<file path="config.mk">
export PLATFORM = sky130hd
export DESIGN_NAME = stat_pkt_gen
export DESIGN_NICKNAME = d
export VERILOG_FILES = /design/src/rtl/stat_pkt_pkg.sv /design/src/rtl/stat_pkt_ctrl.sv /design/src/rtl/stat_pkt_dp.sv /design/src/rtl/stat_pkt_gen.sv
export SDC_FILE = /design/constraint.sdc
export NUM_CORES = 1
export LEC_CHECK = 0
export BUFFER_PORTS_ARGS = -buffer_cell sky130_fd_sc_hd__buf_2
export CAP_MARGIN = 25
export CORE_ASPECT_RATIO = 0.7
export CORE_MARGIN = 3
export CORE_UTILIZATION = 50
export CTS_CLUSTER_DIAMETER = 40
export CTS_CLUSTER_SIZE = 14
export DETAILED_ROUTE_END_ITERATION = 6
export PLACE_DENSITY = 0.83
export SYNTH_ARGS = -nofsm -noshare
export SYNTH_HDL_FRONTEND = slang
export SYNTH_SLANG_ARGS = --single-unit
</file>
<file path="constraint.sdc">
create_clock -name clk -period 1.95 [get_ports clk]
set_clock_uncertainty 0.1 [all_clocks]
set_input_delay 0.0975 -clock clk [delete_from_list [all_inputs] [get_ports clk]]
set_output_delay 0.0975 -clock clk [all_outputs]
set_load 0.005 [all_outputs]
</file>
<file path="src/rtl/stat_pkt_pkg.sv">
package stat_pkt_pkg;
  localparam int MAX_PKT_BYTES = 5;
  localparam int IDX_W = 3;
  localparam int SEQ_W = 6;

  typedef enum logic [1:0] {
    MODE_OFF    = 2'd0,
    MODE_ONCE   = 2'd1,
    MODE_AUTO   = 2'd2,
    MODE_AUTO_R = 2'd3
  } mode_e;

  // strobes from control to datapath
  typedef struct packed {
    logic             accept;
    logic             busy;
    logic             rqOn;
    logic [IDX_W-1:0] idx;
  } strb_t;

  function automatic int pktBytes(input int payloadW);
    return 2 + (payloadW - 2 + 7) / 8;
  endfunction
endpackage

</file>
<file path="src/rtl/stat_pkt_ctrl.sv">
module stat_pkt_ctrl
  import stat_pkt_pkg::*;
#(
  parameter int PAYLOAD_W = 26
) (
  input  logic             clk,
  input  logic             rst,
  input  logic             ctlWe,
  input  logic [7:0]       ctlData,
  input  logic             statStart,
  input  logic             changed,
  output logic             statRq,
  output strb_t            strb,
  output logic [SEQ_W-1:0] seq
);
  localparam int NB = pktBytes(PAYLOAD_W);

  mode_e            mode;
  logic             armed;
  logic             rqReg;
  logic [IDX_W-1:0] cnt;
  logic [IDX_W-1:0] idx;
  logic             accept;
  logic             busy;
  logic             due;

  assign busy   = cnt != '0;
  assign accept = rqReg && statStart;
  assign due    = (mode != MODE_OFF) && (armed || (mode[1] && changed));

  always_ff @(posedge clk) begin
    if (rst) begin
      mode  <= MODE_OFF;
      armed <= 1'b0;
      rqReg <= 1'b0;
      cnt   <= '0;
      idx   <= '0;
      seq   <= '0;
    end else begin
      if (ctlWe) begin
        mode  <= mode_e'(ctlData[7:6]);
        seq   <= ctlData[SEQ_W-1:0];
        armed <= ctlData[7:6] != 2'd0;
      end else if (accept) begin
        seq   <= seq + 1'b1;
        armed <= 1'b0;
      end

      if (accept)                        rqReg <= 1'b0;
      else if (!rqReg && !busy && due)   rqReg <= 1'b1;

      if (accept) begin
        cnt <= IDX_W'(NB - 1);
        idx <= IDX_W'(1);
      end else if (busy) begin
        cnt <= cnt - 1'b1;
        idx <= idx + 1'b1;
      end
    end
  end

  assign statRq      = rqReg;
  assign strb.accept = accept;
  assign strb.busy   = busy;
  assign strb.rqOn   = rqReg;
  assign strb.idx    = idx;
endmodule

</file>
<file path="src/rtl/stat_pkt_dp.sv">
module stat_pkt_dp
  import stat_pkt_pkg::*;
#(
  parameter logic [7:0] STAT_ADDR = 8'h3C,
  parameter int         PAYLOAD_W = 26
) (
  input  logic                 clk,
  input  logic                 rst,
  input  strb_t                strb,
  input  logic [SEQ_W-1:0]     seq,
  input  logic [PAYLOAD_W-1:0] status,
  output logic                 changed,
  output logic [7:0]           statAd
);
  localparam int PAD_W = 8 * (MAX_PKT_BYTES - 2) + 2;

  logic [PAYLOAD_W-1:0]       sentStat;
  logic [SEQ_W-1:0]           seqHeld;
  logic [PAD_W-1:0]           padded;
  logic [8*MAX_PKT_BYTES-1:0] pktFlat;

  always_ff @(posedge clk) begin
    if (rst) begin
      sentStat <= '0;
      seqHeld  <= '0;
    end else if (strb.accept) begin
      sentStat <= status;
      seqHeld  <= seq;
    end
  end

  assign changed = status != sentStat;
  assign padded  = PAD_W'(sentStat);

  assign pktFlat[7:0]  = STAT_ADDR;
  assign pktFlat[15:8] = {seqHeld, padded[1:0]};
  for (genvar k = 2; k < MAX_PKT_BYTES; k++) begin : g_byte
    assign pktFlat[8*k +: 8] = padded[8*k-7 -: 8];
  end

  always_comb begin
    if (strb.busy)      statAd = pktFlat[int'(strb.idx)*8 +: 8];
    else if (strb.rqOn) statAd = STAT_ADDR;
    else                statAd = 8'h00;
  end
endmodule

</file>
<file path="src/rtl/stat_pkt_gen.sv">
module stat_pkt_gen
  import stat_pkt_pkg::*;
#(
  parameter logic [7:0] STAT_ADDR = 8'h3C,
  parameter int         PAYLOAD_W = 26
) (
  input  logic                 clk,
  input  logic                 rst,
  input  logic                 ctlWe,
  input  logic [7:0]           ctlData,
  input  logic [PAYLOAD_W-1:0] status,
  output logic [7:0]           statAd,
  output logic                 statRq,
  input  logic                 statStart
);
  strb_t            strb;
  logic [SEQ_W-1:0] seq;
  logic             changed;

  stat_pkt_ctrl #(.PAYLOAD_W(PAYLOAD_W)) u_ctrl (
    .clk(clk), .rst(rst), .ctlWe(ctlWe), .ctlData(ctlData),
    .statStart(statStart), .changed(changed),
    .statRq(statRq), .strb(strb), .seq(seq)
  );

  stat_pkt_dp #(.STAT_ADDR(STAT_ADDR), .PAYLOAD_W(PAYLOAD_W)) u_dp (
    .clk(clk), .rst(rst), .strb(strb), .seq(seq), .status(status),
    .changed(changed), .statAd(statAd)
  );
endmodule

</file>
==> summary.txt, run 1 <==
Synthesis
  – Syn avg cell area: 7.87 um2
  – Share of the yosys chip area belonging to registers: 38.9%
  – Syn Inst Count: 314
  – #FFs+latches synth: 48
  – Synth Area in XOR/XNOR: 12.1%
  – Yosys warns: 0
  – Fraction of the mapped netlist area in compound gates: 14.6%
  – Syn nets: 356
  – Area leader, netlist: dfxtp_1
  – Synth Area in Adders: 2.03%
  – Post-Syn Area: 0.00247 mm2
  – Post-synthesis mux area share: 6.08%
  – Largest family of logic cells by synthesized area: simple AND/OR/NAND/NOR gates
  – Simple-gate share of the synthesized area: 21.7%
  – Cell variety after synth: 31
  – Yosys top cell area share: 38.9%
  – Area contributors post-synth: dfxtp_1 (39%), nand2_1 (12%), xnor2_1 (11%)

Run
  – Max-Cap Viols: 0

Floorplan
  – IO Pins: 47
  – Die W: 90.0 um
  – Rows: 20
  – Starting Density: 54.2%
  – Core area: 0.00455 mm2
  – DIE AREA: 0.00583 mm2
  – Die Y-Extent: 64.8 um

Clocking
  – Max Root-Sink Buffers: 2
  – Clock Pin Slew Worst Setup and Hold Paths: 0.09 ns
  – Clock latency on the worst-skew pair: 0.31 ns
  – TritonCTS clock tree: built
  – Clock root buffer: clkbuf_8
  – CTS H-tree depth: 2
  – Postcts setup bufs: 0
  – Clk sink count: 48
  – Cts bufs inserted: 5

Hold path
  – Worst Hold Class: input pin to register
  – Hold Path Depth: 2

Finish
  – Fin nets: 431
  – Antenna Diode Count: 0
  – Layout cell share with drive strength beyond 1: 16.7%
  – Final cell count without fillers: 456
  – Syn-to-layout area delta: 29.7%
  – Final instance area: 0.00320 mm2

GRT
  – GRT Resource Usage Total: 23.9%
  – GRT overflow: 0
  – Largest net degree at the start of global routing: 23
  – First-pass GRT wire length: 11100 um
  – Vias in the first global route: 2328
  – Antenna violations before repair: 0

STA
  – Max-slew violation count: 0
  – Least-Margin Pin Slew: 0.337 ns
  – Worst setup margin: 0.108 ns
  – Final setup violation count: 0
  – Relative slew slack: 77.5%
  – Final setup TNS: 0 ns
  – RSZ-0062 raised after global routing: false
  – Period utilization: 94.5%
  – F_max: 0.543 GHz
  – Hold Vio Cnt, Final: 0
  – Tmin final: 1.84 ns

Power
  – Cell internal pwr: 1.91 mW
  – Power, Total: 2.89 mW
  – Comb pwr share: 34.2%
  – Switching fraction of total power: 33.7%
  – Max VDD drop: 0.403 mV
  – Register share of total power: 40.8%
  – Leakage power: 1.17 nW
  – Clock share of power: 24.9%
  – Switching power: 974 uW
  – Power density cells: 901 mW/mm2

Drt
  – Post-DR vias/cell: 5.31
  – Initial drt markers: 205
  – Vias post-DR: 2422
  – Metal-1 WL: 2950 um
  – DR top layer: met4
  – Drt drc: 0
  – Met2 Wirelength: 3090 um
  – Routed wl met3: 452 um
  – Drt total wl: 6600 um
  – Final ANT Viol Nets: 0
  – WL per Instance: 14.5 um
  – DR pass1 iterations: 4

Place
  – Final Wtd Congestion: 0.905
  – Cells after DPL: 413
  – Dpl ws: 0.290 ns
  – Detailed Place HPWL: 4460 um
  – Placed cell area: 0.00274 mm2
  – Port bufs: 46

Setup path
  – R2R Path End: u_ctrl.statRq
  – Critical path startpoint: u_ctrl.idx[0]
  – Top fanout value on the critical path: 19
  – Required time of the critical path: 1.75 ns
  – CP Class: register to output pin
  – R2R cell count: 5
  – Crit path DAT: 1.64 ns
  – Crit path launch type: register
  – CP endpoint kind: output pin
  – Critical Path End: statAd[3]
  – FF-to-FF Start: u_ctrl.cnt[0]
  – R2r setup slk: 0.29 ns

Outcome
  – Outcome: finished clean
-- stage by stage --
step	util, %	hold WS (ns)
global placement	60.1	0.252
detailed placement	60.1	0.263
floorplan	-	0.0941
CTS	70.2	0.0550
global route	70.4	0.0729
finish	70.4	0.0618
-- what timing repair did --
item	CTS	global route
endpoints found under the setup margin	0	4
hold buffers	35	0
hold endpoints to repair	35	0
resized for setup	0	4
-- critical path: stages, from the launching register on --
cell and delay, ns:
dfxtp_1 0.32, buf_4 0.26, mux2i_1 0.27, o21ai_0 0.11, o2111ai_1 0.12, nand2_1 0.11
buf_2 0.14
-- worst min-delay path by stage --
stage | startpoint | to
global route | statStart | u_ctrl.statRq
CTS | statStart | u_ctrl.statRq
detailed placement | status[12] | u_dp.padded[12]
global placement | ctlData[6] | u_ctrl.mode[0]
finish | rst | u_dp.padded[4]
floorplan | ctlWe | u_ctrl.armed
-- logic make-up after synthesis --
logic type               count (synthesis)
adder cells (fa/ha/maj)                  4
flip-flops                              48
multiplexers                            15
buffers and inverters                   25
AND/OR/NAND/NOR                        125
AO/OA/AOI/OAI                           63
XOR/XNOR                                34
-- state kept, by name (all words and copies together), names as in the netlist --
signal         flops
u_ctrl.statRq      1
u_dp.seqHeld       6
u_ctrl.armed       1
u_ctrl.mode        2
u_dp.padded       26
u_ctrl.idx         3
u_ctrl.seq         6
u_ctrl.cnt         3
-- power by group through the flow --
stage / clock network [mW] / logic [mW] / registers [mW]
2_1_floorplan: 0 / 0.725 / 1.14
3_3_place_gp: 0 / 0.893 / 1.19
3_5_place_dp: 0 / 0.924 / 1.19
4_1_cts: 0.722 / 0.983 / 1.17
5_1_grt: 0.773 / 1.10 / 1.19
6_report: 0.720 / 0.988 / 1.18
-- routing by layer --
layer,vias to the layer above,track usage [%]
met4,0,8.02
met5,-,0
met3,9,4.06
li1,1210,-
met2,79,38.5
met1,1124,32.5
-- placed cells by master, fill, tap and decap left out, types with 2 or more instances in the layout --
master         instances
a211oi_1               6
a21oi_1               41
buf_2                 46
buf_4                  7
clkbuf_8               5
dfxtp_1               46
dfxtp_2                2
dlygate4sd3_1         35
ha_1                   4
inv_1                  4
mux2i_1               15
nand2_1               82
nand2b_1               2
nand3_1                4
nand4_1                9
nor2_1                16
nor3_1                 4
nor4_1                 3
o2111ai_1              4
o21ai_0                8
xnor2_1               30
xor2_1                 4
-- cell type report --
cell class                      instances  area (um2)
Clock buffer                            6        72.6
Clock inverter                          2        35.0
Fill cell                             378        1350
Inverter                                5        22.5
Multi-Input combinational cell        241        1400
Sequential cell                        48         963
Tap cell                               66        82.6
Timing Repair Buffer                   88         633
-- synth_stat cells --
library cell  instances
nor2_1               16
inv_1                 4
clkinv_1              1
clkbuf_1             10
and2b_1               1
o2111ai_1             4
ha_1                  4
or3_1                 1
and2_1                1
nand3_1               4
o211ai_1              1
dfxtp_1              48
nor4_1                3
and3_1                1
nor3_1                4
nand2_1              82
nand2b_1              2
buf_4                 1
xnor2_1              30
o21ai_0               8
a211oi_1              6
nand4_1               9
a2111oi_1             1
mux2i_1              15
a311oi_1              1
nand2b_4              1
buf_6                 1
a221oi_1              1
xor2_1                4
a21oi_1              41
buf_2                 8
Note: power is estimated with default switching activity, not from simulation.
==> run 2: changes to the inputs <==
--- a/config.mk
+++ b/config.mk
@@ -5,6 +5,7 @@
 export SDC_FILE = /design/constraint.sdc
 export NUM_CORES = 1
 export LEC_CHECK = 0
+export ABC_AREA = 1
 export BUFFER_PORTS_ARGS = -buffer_cell sky130_fd_sc_hd__buf_2
 export CAP_MARGIN = 25
 export CORE_ASPECT_RATIO = 0.7
@@ -14,6 +15,7 @@
 export CTS_CLUSTER_SIZE = 14
 export DETAILED_ROUTE_END_ITERATION = 6
 export PLACE_DENSITY = 0.83
+export SKIP_LAST_GASP = 1
 export SYNTH_ARGS = -nofsm -noshare
 export SYNTH_HDL_FRONTEND = slang
 export SYNTH_SLANG_ARGS = --single-unit
==> run 2 against run 1 <==
Compared with the run above:
- cell area fell by 1.0%
- sequential power barely moved
- die area rose by 4.3%
- non-clock buffer count fell by 18
- fmax fell by 1.7%
- first-iteration DRC count fell by 2.9%
- sequential share of layout area rose by 0.31 points
- routed wire length rose by 0.67%
- largest cell class unchanged
- highest routed layer unchanged
==> summary.txt, run 2 <==
Outcome
  – Outcome: finished clean

Setup path
  – Top fanout value on the critical path: 6 (-13)
  – CP Class: register to output pin
  – Crit path cell chain: inv_1 > ha_1 > inv_2 > nor2_4 > inv_2 > o21ai_0 > o31ai_2 > buf_2
  – Required time of the critical path: 1.75 ns (about the same)
  – Crit path DAT: 1.68 ns (+0.04 ns)
  – CP peak stage delay: 0.34 ns (+0.02 ns)
  – CP endpoint kind: output pin
  – Worst path slowest cell: dfxtp_1
  – Crit-path most repeated cell: inv_2
  – Crit path launch type: register

Place
  – Final Wtd Congestion: 0.853 (-5.7%)
  – Placed cell area: 0.00286 mm2 (+4.4%)
  – Port bufs: 46 (unchanged)
  – Dpl ws: 0.266 ns (-0.0238 ns)
  – Detailed Place HPWL: 4900 um (+9.9%)

Drt
  – Post-DR vias/cell: 5.09 (-4.2%)
  – Final ANT Viol Nets: 0 (unchanged)
  – Drt total wl: 6640 um (+0.67%)
  – Vias post-DR: 2676 (+10%)
  – WL per Instance: 12.6 um (-13%)
  – DR pass1 iterations: 5 (+1)
  – Drt drc: 0 (unchanged)
  – Initial drt markers: 199 (-2.9%)

Clocking
  – Clock latency on the worst-skew pair: 0.30 ns (about the same)
  – Clock root buffer: clkbuf_8
  – Cts bufs inserted: 5 (unchanged)
  – Clock Pin Slew Worst Setup and Hold Paths: 0.09 ns (about the same)
  – CTS H-tree depth: 2 (unchanged)
  – Clk sink count: 48 (unchanged)
  – Max Root-Sink Buffers: 2 (unchanged)
  – TritonCTS clock tree: built

Finish
  – Syn-to-layout area delta: 22.6%
  – Final instance area: 0.00317 mm2 (-1.0%)
  – Layout cell share with drive strength beyond 1: 16.4% (-0.26 points)
  – Antenna Diode Count: 0 (unchanged)
  – Most common cell after layout, fill and taps aside: nand2_1
  – Final Util: 64.9% (-5.5 points)
  – Fin nets: 498 (+16%)
  – Filler cell count in the final layout: 444 (+17%)
  – Most frequent cells in the layout: nand2_1 (97), nor2_1 (52), buf_2 (46), dfxtp_1 (46)
  – Max reg flops: 26 (unchanged)

Synthesis
  – #FFs+latches synth: 48 (unchanged)
  – Share of the yosys chip area belonging to registers: 37.2% (-1.8 points)
  – Area contributors post-synth: dfxtp_1 (37%), nand2_1 (14%), a21oi_1 (8.7%)
  – Asr flop ratio synth: 0% (unchanged)
  – Synth cell count leaders: nand2_1 (97), nor2_1 (53), dfxtp_1 (48)
  – Leading register cell type out of synthesis: dfxtp_1
  – Post-synth EDFFs: 0 (unchanged)
  – Syn nets: 436 (+22%)
  – Syn avg cell area: 6.56 um2 (-17%)
  – Yosys top cell area share: 37.2% (-1.8 points)
  – Cell variety after synth: 31 (unchanged)
  – Most frequent cell after synthesis: nand2_1
  – Area leader, netlist: dfxtp_1
  – Yosys warns: 0 (unchanged)
  – Post-Syn Area: 0.00259 mm2 (+4.7%)
  – Syn Inst Count: 394 (+25%)

Floorplan
  – Rows: 21 (+5.0%)
  – Die Y-Extent: 66.2 um (+2.1%)
  – Core area: 0.00489 mm2 (+7.3%)
  – Starting Density: 52.9% (-1.3 points)
  – DIE AREA: 0.00608 mm2 (+4.3%)
  – IO Pins: 47 (unchanged)
  – Die W: 92.0 um (+2.2%)

STA
  – Hold Vio Cnt, Final: 0 (unchanged)
  – Final setup TNS: 0 ns (unchanged)
  – F_max: 0.533 GHz (-1.7%)
  – Tmin final: 1.87 ns (+0.0323 ns)
  – Least-Margin Pin Slew: 0.353 ns (+0.0160 ns)
  – RSZ-0062 raised after global routing: false
  – Max-slew violation count: 0 (unchanged)
  – Period utilization: 96.1% (+1.7 points)
  – Worst setup margin: 0.0754 ns (-0.0323 ns)
  – Relative slew slack: 76.3% (-1.1 points)
  – Final setup violation count: 0 (unchanged)

GRT
  – GRT Resource Usage Total: 22.4% (-1.5 points)
  – First-pass GRT wire length: 10800 um (-2.8%)
  – Largest net degree at the start of global routing: 32 (+39%)
  – Antenna violations before repair: 0 (unchanged)
  – Vias in the first global route: 2417 (+3.8%)
  – GRT overflow: 0 (unchanged)

Power
  – Leakage power: 1.44 nW (+23%)
  – Power density cells: 939 mW/mm2 (+4.2%)
  – Max VDD drop: 0.658 mV (+63%)

Hold path
  – Worst Hold Class: input pin to register

Run
  – Max-Cap Viols: 0 (unchanged)
==> run 2: per-stage QoR <==
stage	instances	total power, mW	hold slack [ns]
after floorplan	394	1.87	0.131
after global placement	499	2.11	0.219
after detailed placement	499	2.14	0.239
after CTS	526	2.95	0.00393
after global routing	526	3.15	0.0125
final	526	2.98	0.00363
==> run 2: metal layers <==
metal  routed length [um]  vias to the layer above  track usage, %  share of wire [%]
met5                    0                        -               0                  0
met2                 2970                      112            37.6                 45
li1                     -                     1380               -                  -
met4                   21                        0            4.81               0.32
met1                 3110                     1182            30.1                 47
met3                  544                        2            4.32                8.2
==> run 2: kinds of logic (layout without fill, tap and decap cells) <==
logic type	count (synthesis)	after routing	synth area share, %
and+or+nand+nor	160	160	24.4
AOI/OAI and AO/OA	103	103	21.3
buffers and inverters	66	129	10.8
DFF	48	48	37.2
xor gates and xnor gates	13	13	4.40
adders and majority gates	4	4	1.94
==> run 2: power by group <==
group | internal, mW | switching (mW) | total (mW)
clock | 0.380 | 0.342 | 0.722
combinational | 0.444 | 0.600 | 1.04
sequential | 1.08 | 0.128 | 1.21
total | 1.91 | 1.07 | 2.98
==> run 2: worst paths after layout <==
path	slack, ns	cells after the start	from	endpoint
worst max-delay path	0.08	8	u_ctrl.cnt[0]	statAd[4]
worst min-delay path	0.004	3	status[0]	u_dp.padded[0]
worst max register to register	0.41	11	u_dp.padded[21]	u_ctrl.statRq
worst min register to register	0.36	2	u_dp.seqHeld[4]	u_dp.seqHeld[4]
==> run 2: layout make-up <==
class                      count  area (um2)  area share (%)
timing repair buffer          70         453            14.3
inverter                      51         200            6.31
sequential                    48         963            30.4
clock inverter                 3        42.5            1.34
multi-input combinational    280        1360            42.8
clock buffer                   5        68.8            2.17
tap                           69        86.3            2.72
==> run 2: timing repair <==
| item | 4_1_cts | 5_1_grt |
|---|---|---|
| setup buffers | 2 | 0 |
| resized for setup | 2 | 4 |
| hold endpoints to repair | 19 | 0 |
| hold buffers | 17 | 0 |
| pin swaps | 1 | 1 |
| endpoints found under the setup margin | 4 | 8 |
==> run 2: worst max-delay path: cells and delay by family, from the launching register on <==
kind / cells / cell delay (ns)
fa+ha+maj: 1 / 0.20
compound gates: 2 / 0.38
simple gates: 1 / 0.05
flops: 1 / 0.34
buf+inv: 4 / 0.40
==> run 3: changes to the inputs <==
--- a/config.mk
+++ b/config.mk
@@ -8,7 +8,6 @@
 export ABC_AREA = 1
 export BUFFER_PORTS_ARGS = -buffer_cell sky130_fd_sc_hd__buf_2
 export CAP_MARGIN = 25
-export CORE_ASPECT_RATIO = 0.7
 export CORE_MARGIN = 3
 export CORE_UTILIZATION = 50
 export CTS_CLUSTER_DIAMETER = 40
==> run 3 against run 2 <==
Compared with the run above:
- the flow now finishes with violations (hold timing)
- cell count fell by 1.3%
- cell area fell by 1.3%
- clock power barely moved
- worst hold slack got worse by 0.0097 ns
- non-clock buffer count fell by 5
- sequential power barely moved
- first-iteration DRC count rose by 17%
- via count fell by 0.67%
- critical path type unchanged
- die area fell by 0.22%
- sequential share of layout area rose by 0.48 points
==> summary.txt, run 3 (synthesized netlist as in run 2, its figures left out) <==
Setup path
  – R2R cell count: 11 (unchanged)
  – Crit-path most repeated cell: inv_2
  – Crit path DAT: 1.72 ns (+0.04 ns)
  – Worst path slowest cell: dfxtp_1
  – Crit path launch type: register
  – Crit path cell chain: inv_1 > ha_1 > inv_2 > nor2_4 > inv_2 > o21ai_0 > o31ai_1 > buf_2
  – CP Class: register to output pin
  – Required time of the critical path: 1.75 ns (about the same)
  – CP peak stage delay: 0.36 ns (+0.02 ns)
  – CP bufs+invs: 4 (unchanged)
  – Top Family by Delay on Critical Path: buffers and inverters
  – CP endpoint kind: output pin
  – Top fanout value on the critical path: 3 (-3)
  – Worst path depth: 8 (unchanged)

Place
  – Port bufs: 46 (unchanged)
  – Detailed Place HPWL: 4510 um (-7.9%)
  – Final Wtd Congestion: 0.821 (-3.7%)
  – Cells after DPL: 496 (-0.60%)
  – Placed cell area: 0.00285 mm2 (-0.35%)

STA
  – Relative slew slack: 73.4% (-2.9 points)
  – Least-Margin Pin Slew: 0.399 ns (+0.0454 ns)
  – Max-slew violation count: 0 (unchanged)
  – Period utilization: 98.2% (+2.1 points)
  – RSZ-0062 raised after global routing: true
  – Final setup violation count: 0 (unchanged)
  – Final setup TNS: 0 ns (unchanged)
  – F_max: 0.522 GHz (-2.2%)
  – Hold Slack: -0.00604 ns (-0.00967 ns)
  – Tmin final: 1.92 ns (+0.0412 ns)
  – Hold Vio Cnt, Final: 1 (+1)

Finish
  – Final cell count without fillers: 519 (-1.3%)
  – Layout cell share with drive strength beyond 1: 16.2% (-0.26 points)
  – Max reg flops: 26 (unchanged)
  – Most common cell after layout, fill and taps aside: nand2_1
  – Filler cell count in the final layout: 423 (-4.7%)
  – Most frequent cells in the layout: nand2_1 (97), nor2_1 (52), buf_2 (46), dfxtp_1 (46)
  – Area of the multi-input gates: 0.00136 mm2 (unchanged)
  – Final Util: 64.6% (-0.33 points)
  – Reg area: 966 um2 (+0.26%)
  – Syn-to-layout area delta: 21.0%
  – Final instance area: 0.00313 mm2 (-1.3%)
  – Antenna Diode Count: 0 (unchanged)
  – Fin nets: 493 (-1.0%)

Clocking
  – CTS H-tree depth: 2 (unchanged)
  – Max Root-Sink Buffers: 2 (unchanged)
  – Clock latency on the worst-skew pair: 0.31 ns (about the same)
  – Clock Pin Slew Worst Setup and Hold Paths: 0.09 ns (about the same)
  – TritonCTS clock tree: built
  – Clk sink count: 48 (unchanged)
  – Cts bufs inserted: 5 (unchanged)
  – Clock root buffer: clkbuf_8

Floorplan
  – Starting Density: 53.3% (+0.42 points)
  – IO Pins: 47 (unchanged)
  – Die W: 77.9 um (-15%)
  – Die Y-Extent: 77.9 um (+18%)
  – Core area: 0.00485 mm2 (-0.79%)
  – Rows: 25 (+19%)
  – DIE AREA: 0.00607 mm2 (-0.22%)

GRT
  – First-pass GRT wire length: 10500 um (-3.0%)
  – Antenna violations before repair: 0 (unchanged)
  – Vias in the first global route: 2328 (-3.7%)
  – GRT Resource Usage Total: 21.5% (-0.87 points)
  – Largest net degree at the start of global routing: 36 (+13%)
  – GRT overflow: 0 (unchanged)

Run
  – Max-Cap Viols: 0 (unchanged)

Outcome
  – Failing checks: hold timing
  – Outcome: complete, but fails checks

Drt
  – Drt drc: 0 (unchanged)
  – DR pass1 iterations: 5 (unchanged)
  – WL per Instance: 12.4 um (-1.4%)
  – Initial drt markers: 232 (+17%)
  – Post-DR vias/cell: 5.12 (+0.67%)
  – Final ANT Viol Nets: 0 (unchanged)
  – Vias post-DR: 2658 (-0.67%)
  – Drt total wl: 6460 um (-2.8%)

Power
  – Switching power: 1.08 mW (+0.85%)
  – Clock share of power: 24.3% (about the same)
  – Switching fraction of total power: 36.2% (+0.32 points)
  – Max VDD drop: 0.826 mV (+25%)
  – Power density cells: 951 mW/mm2 (+1.3%)
  – Cell internal pwr: 1.90 mW (-0.52%)
  – Leakage power: 1.42 nW (-1.4%)
  – Register share of total power: 41.0% (+0.3 points)
  – Comb pwr share: 34.7% (-0.4 points)

Hold path
  – Worst Hold Class: input pin to register
  – Hold Path Depth: 3 (unchanged)
[run 3: cell types whose count changed in the layout (fill, tap and decap cells not counted)]
cell,previous run,this run
buf_4,7,4
buf_6,0,1
dfxtp_2,2,1
dfxtp_4,0,1
dlygate4sd3_1,17,14
[run 3: power by group through the flow]
stage	Clock [mW]	Sequential, mW	Combinational, mW
finish	0.724	1.22	1.03
global route	0.778	1.24	1.15
CTS	0.733	1.21	0.963
detailed placement	0	1.23	0.915
global placement	0	1.22	0.887
floorplan	0	1.16	0.707
[run 3: layout make-up]
class                   instances  area share [%]
multi-input cells             280            43.4
well taps                      67            2.68
flip-flops and latches         48            30.9
repair buffers                 65            13.1
clock inverters                 3            1.36
clock buffers                   5            2.20
inverters                      51            6.39
[run 3: per-layer routing]
metal / track usage [%] / vias up / part of all wire, %
met3: 4.41 / 17 / 7.1
li1: - / 1368 / -
met1: 27.4 / 1169 / 43
met2: 36.3 / 104 / 47
met4: 6.99 / 0 / 2.2
met5: 0 / - / 0
[run 3: repair_timing]
action	CTS	global route
endpoints found under the hold margin	15	0
setup buffers	1	0
gates resized for setup	2	6
pin swaps	1	1
gates cloned	0	0
hold buffers	14	0
endpoints found under the setup margin	1	6
[run 3: worst register-to-register path, cell delays in order, from the launching register on]
cell and delay, ns:
dfxtp_1 0.40, inv_1 0.08, nand2_1 0.06, nand2_1 0.05, nor2_1 0.19, nand3_1 0.11, nor2_1 0.09, nand3_1 0.13
nand2_1 0.09, nand2_1 0.04, nand2_1 0.05, a21oi_1 0.05
[run 3: stage by stage]
step	setup slack [ns]	total power, mW
after CTS	0.0160	2.90
after detailed placement	0.312	2.14
after global placement	0.363	2.10
after floorplan	0.642	1.87
final	0.0341	2.98
after global routing	-0.0257	3.16
[run 3: path summary, 6_finish.rpt]
| path | start | to | slack (ns) |
|---|---|---|---|
| max reg2reg | u_dp.padded[23] | u_ctrl.statRq | 0.41 |
| min | status[7] | u_dp.padded[7] | -0.006 |
| min reg2reg | u_ctrl.mode[0] | u_ctrl.mode[0] | 0.38 |
| max | u_ctrl.cnt[0] | statAd[3] | 0.03 |
